File: config.mk
export PLATFORM = sky130hd
export DESIGN_NAME = operand_resolver
export DESIGN_NICKNAME = d
export VERILOG_FILES = /design/src/rtl/operand_resolver.sv
export SDC_FILE = /design/constraint.sdc
export NUM_CORES = 1
export LEC_CHECK = 0
export ABC_AREA = 1
export BUFFER_PORTS_ARGS = -buffer_cell sky130_fd_sc_hd__clkbuf_2
export CAP_MARGIN = 40
export CORE_MARGIN = 2
export CORE_UTILIZATION = 40
export CTS_CLUSTER_SIZE = 24
export DETAILED_ROUTE_END_ITERATION = 8
export PLACE_DENSITY = 0.7
export SETUP_SLACK_MARGIN = 0.4
export SKIP_LAST_GASP = 1
export SYNTH_ARGS = -nofsm -noshare
export SYNTH_HDL_FRONTEND = slang
export SYNTH_SLANG_ARGS = --single-unit
File: constraint.sdc
create_clock -name clk -period 4.6 [get_ports clk]
set_clock_uncertainty 0.15 [all_clocks]
set_input_delay 0.23 -clock clk [delete_from_list [all_inputs] [get_ports clk]]
set_output_delay 0.23 -clock clk [all_outputs]
set_load 0.005 [all_outputs]
File: src/rtl/operand_resolver.sv
module operand_resolver #(
  parameter int XLEN = 32,
  parameter int NREG = 8,
  localparam int RIW = $clog2(NREG)
) (
  input  logic            clk,
  input  logic            rst_n,
  input  logic            start,
  input  logic [3:0]      mode,
  input  logic [RIW-1:0]  base_idx,
  input  logic [XLEN-1:0] base_val,
  input  logic [XLEN-1:0] index_val,
  input  logic [XLEN-1:0] disp,
  input  logic [XLEN-1:0] imm,
  input  logic [1:0]      size_log2,
  output logic            busy,
  output logic            done,
  output logic [XLEN-1:0] operand,
  output logic [XLEN-1:0] ea,
  output logic            mem_req,
  output logic [XLEN-1:0] mem_addr,
  input  logic            mem_ack,
  input  logic [XLEN-1:0] mem_rdata,
  output logic            wb_en,
  output logic [RIW-1:0]  wb_idx,
  output logic [XLEN-1:0] wb_data
);
  localparam logic [3:0] M_IMM = 4'd1, M_DISP = 4'd2, M_RIND = 4'd3, M_IDX = 4'd4,
                         M_DIR = 4'd5, M_MIND = 4'd6, M_AINC = 4'd7, M_ADEC = 4'd8,
                         M_SCL = 4'd9;

  typedef enum logic [1:0] {S_IDLE, S_RD1, S_RD2} state_t;
  state_t state;
  logic indirect, do_wb;
  logic [XLEN-1:0] addr_calc, step;

  wire is_mem = (mode >= M_DISP) && (mode <= M_SCL);
  assign step = XLEN'(1) << size_log2;
  assign busy = (state != S_IDLE);
  assign mem_req = busy;

  always_comb begin
    case (mode)
      M_DISP:  addr_calc = base_val + disp;
      M_IDX:   addr_calc = base_val + index_val;
      M_DIR:   addr_calc = disp;
      M_SCL:   addr_calc = disp + base_val + (index_val << size_log2);
      default: addr_calc = base_val;
    endcase
  end

  always_ff @(posedge clk) begin
    if (!rst_n) begin
      state    <= S_IDLE;
      done     <= 1'b0;
      wb_en    <= 1'b0;
      operand  <= '0;
      ea       <= '0;
      mem_addr <= '0;
      indirect <= 1'b0;
      do_wb    <= 1'b0;
      wb_idx   <= '0;
      wb_data  <= '0;
    end else begin
      done  <= 1'b0;
      wb_en <= 1'b0;
      case (state)
        S_IDLE: if (start) begin
          if (is_mem) begin
            mem_addr <= addr_calc;
            indirect <= (mode == M_MIND);
            do_wb    <= (mode == M_AINC) || (mode == M_ADEC);
            wb_idx   <= base_idx;
            wb_data  <= (mode == M_ADEC) ? base_val - step : base_val + step;
            state    <= S_RD1;
          end else begin
            operand <= (mode == M_IMM) ? imm : base_val;
            ea      <= '0;
            done    <= 1'b1;
          end
        end
        default: if (mem_ack) begin
          if (state == S_RD1 && indirect) begin
            mem_addr <= mem_rdata;
            state    <= S_RD2;
          end else begin
            operand <= mem_rdata;
            ea      <= mem_addr;
            done    <= 1'b1;
            wb_en   <= do_wb;
            state   <= S_IDLE;
          end
        end
      endcase
    end
  end

  assert_hold_req_R6: assert property (@(posedge clk) disable iff (!rst_n)
    mem_req && !mem_ack |=> mem_req && $stable(mem_addr));
  assert_wb_with_done_R5: assert property (@(posedge clk) disable iff (!rst_n)
    wb_en |-> done);
  assert_wb_once_R5: assert property (@(posedge clk) disable iff (!rst_n)
    wb_en |=> !wb_en);
  assert_fast_done_R1: assert property (@(posedge clk) disable iff (!rst_n)
    start && !busy && !is_mem |=> done && !mem_req);
  assert_done_idle_R7: assert property (@(posedge clk) disable iff (!rst_n)
    done |-> !mem_req);
endmodule

==> out/qor.csv <==
metric;value;unit
pwr-share-seq;0.257;
cts.path.max_buffers;2;
fin_total_pwr;0.00562;W
maxCapViolations;0;
synth-main-ff-cell;dfxtp_1;
timing.slew.headroom;0.412;
rr_startpoint;state[1];
holdCritPathClass;input port to flip-flop;
cells_on_worst_reg2reg_path;7;
number_of_antenna_violations_at_the_first_check_in_global_routing;5;
drt-vias-per-instance;5.65;
critical_path_buf_inv_count;3;
crit_family;compound AO/OA/AOI/OAI gates;
drt-pass1-iter-count;6;
grt_first_pass_wirelength;113;mm
clock_power_share;0.257;
fin_nets;3249;
setup_repair_after_global_routing_missed_its_margin;true;
dr_total_vias;19633;
cts_max_level;4;
grt_start_max_net_pins;86;
layout.cells.most_common_list;nand2_1 (646), nor2_1 (372), clkbuf_2 (307), o21ai_0 (264), inv_1 (252);
number_of_register_bits_inferred_by_synthesis;137;
power_density;305;nW/um^2
synthesis.area;15200;um^2
hold_violation_total_from_the_final_report;0;
tritoncts_clock_tree;built;
std_cell_rows;71;
pwr-share-comb;0.487;
path_class;input port to flip-flop;
core_region_area;37500;um^2
p_sw_frac;0.453;
nFillCells;4111;
fin_crit_sh;0.918;
drc;0;
p_leak;9.22;nW
max_stage_delay;540;ps
timing.final.crit_period;4220;ps
worstHoldStart;imm[22];
timing.final.max_slew_violations;0;
chipHeight;199;um
pin_count;308;
syn-instance-count;2625;
drtIter0Drc;1809;
detail-route-antenna-nets;0;
critical_path.max_fanout;5;
synth.yosys.seq_area_share;0.181;
master_cell_of_the_clock_root_buffer;clkbuf_16;
timing.critical_path.to_type;flip-flop;
critPathArrivalTime;4410;ps
die_x;199;um
grt_overflow_total;0;
outcome;finished, final reports clean;
final_core_util;0.490;
syn_avg_cell_area;5.78;um^2
ys.warnings.count;0;
worst_pin_slew;881;ps
clock_sinks;137;
power_dissipated_by_switching_net_loads;0.00255;W
gr-usage-all-layers;0.387;
dpl.hpwl;63.9;mm
critical_path.startpoint_type;input port;
area.growth.synth_to_final;21.1;%
timing.critical_path.slowest_stage_cell;o21ai_1;
synth-edff-count;0;
worstHoldPathCells;5;
commonest_non_fill_non_tap_cell_in_the_layout;nand2_1;
fraction_of_layout_instances_using_a_drive_strength_above_1;0.148;
cp_data_required_time;4790;ps
ff2ff_setup_slack;1770;ps
start_util;0.405;
worst_path_most_repeated_cell;nand2_1;
drt-total-wl;77.4;mm
hold-path-endpoint;operand[22];
gp_routability_congestion;1.08;
power.ir.vdd_worst;0.188;mV
critical_path.reg2reg.endpoint;operand[25];
max_freq;237;MHz
postSynthNetCount;2927;
dieArea;39500;um^2
setup_violations;0;
async_reset_ff_frac;0;
clk_pin_slew_worst_paths;60;ps
synthDistinctLibCells;50;
grt_pass1_vias;18154;
wl_per_cell;22.3;um
cts-buffers-inserted;17;
buffer_ports.inserted;307;
worstSkewPairLatency;460;ps
power.internal;0.00307;W
cp_cell_sequence;clkbuf_2 > ha_1 > nor2_1 > inv_1 > nand2_1 > o21bai_1 > nand3_1 > nand2_1 > xor2_1 > ha_1 > nand2_1 > o21bai_1 > a21oi_1 > nand2_1 > nand2_1 > nand2_1 > nand2_1 > nand3_1 > nand2_1 > o21ai_1 > buf_4 > a21oi_1;
crit_start;base_val[2];
## tightest hold or removal path, delay by kind of cell
family / cells / cell delay, ps
AOI/OAI and AO/OA: 1 / 50
buffers and inverters: 1 / 80
and+or+nand+nor: 3 / 210
## what timing repair did
action | 4_1_cts | 5_1_grt
gates resized for setup | 0 | 5
hold buffers | 39 | 0
hold endpoints to repair | 57 | 0
endpoints found under the setup margin | 0 | 5
setup buffers | 0 | 0
## final cells by class
type	instances	area [um^2]	share of cell area
timing repair buffer	398	2350	0.128
inverter	264	992	0.0540
clock inverter	9	113	0.00612
antenna	3	7.51	0.000408
tap	511	639	0.0348
clock buffer	23	488	0.0265
multi-input combinational	2129	11100	0.601
sequential	137	2740	0.149
## routing by layer
| layer | global-route usage | share of wire |
|---|---|---|
| met5 | 0 | 0 |
| met4 | 0.243 | 0.069 |
| met3 | 0.0683 | 0.087 |
| met2 | 0.613 | 0.43 |
| met1 | 0.485 | 0.41 |
## power groups by stage
stage | registers (W) | logic, W | clock network (W)
6_report | 0.00144 | 0.00273 | 0.00144
3_3_place_gp | 0.00146 | 0.00261 | 0
2_1_floorplan | 0.00143 | 0.00164 | 0
3_5_place_dp | 0.00146 | 0.00261 | 0
5_1_grt | 0.00145 | 0.00299 | 0.00149
4_1_cts | 0.00144 | 0.00266 | 0.00144
## cells in the mapped netlist (3+ instances only)
master	instances	share of area
a211oi_1	22	0.011
nand3b_1	19	0.0094
nand3_1	162	0.053
buf_4	4	0.0020
o221ai_1	3	0.0017
a31oi_1	17	0.0070
ha_1	125	0.10
o21ai_0	265	0.087
dfxtp_1	137	0.18
inv_2	10	0.0025
nand2_2	4	0.0016
clkbuf_1	53	0.013
or2_2	8	0.0033
and2_1	13	0.0054
nor2_2	5	0.0021
o21a_1	4	0.0020
buf_2	30	0.0099
o21ai_1	21	0.0069
inv_1	254	0.063
o21bai_1	17	0.0084
nand2_1	647	0.16
o211ai_1	10	0.0049
nor2_1	374	0.092
xnor2_1	15	0.0087
fa_1	4	0.0053
a21oi_2	3	0.0017
nor3_1	27	0.0089
xor2_1	31	0.018
a21o_1	21	0.010
nand4_1	32	0.013
nor4_1	6	0.0025
buf_1	8	0.0020
a21oi_1	247	0.081
o21ai_2	3	0.0017
## sequential cells by signal (all words and copies together), names as in the netlist
signal / count
wb_data: 32
ea: 32
done: 1
wb_idx: 3
state: 2
wb_en: 1
operand: 32
do_wb: 1
mem_addr: 32
indirect: 1
## worst max-delay path by stage
stage / endpoint / cells past startpoint
2_1_floorplan: mem_addr[25] / 22
6_report: mem_addr[22] / 22
3_5_place_dp: mem_addr[22] / 22
5_1_grt: mem_addr[22] / 22
3_3_place_gp: mem_addr[22] / 22
4_1_cts: mem_addr[22] / 22
## logic make-up after synthesis
| group | Yosys count | synth area share |
|---|---|---|
| buffers and inverters | 359 | 0.0922 |
| AO/OA/AOI/OAI | 644 | 0.231 |
| AND/OR/NAND/NOR | 1308 | 0.360 |
| multiplexers | 2 | 0.00132 |
| adder cells (fa/ha/maj) | 129 | 0.108 |
| flip-flops | 137 | 0.181 |
| XOR/XNOR | 46 | 0.0265 |
## per-stage QoR
stage / hold WS, ps / std cells / instance area, um^2 / TNS, ps / worst slack (ps)
finish: 5.48 / 3474 / 18400 / 0 / 376
global route: 13.5 / 3473 / 18400 / 0 / 330
CTS: 0.148 / 3471 / 18400 / 0 / 463
detailed placement: 306 / 3400 / 17400 / -5.00 / -5.00
global placement: 302 / 3398 / 17300 / -27.9 / -27.9
floorplan: 223 / 2625 / 15200 / 0 / 1350
Note: power is estimated with default switching activity, not from simulation.
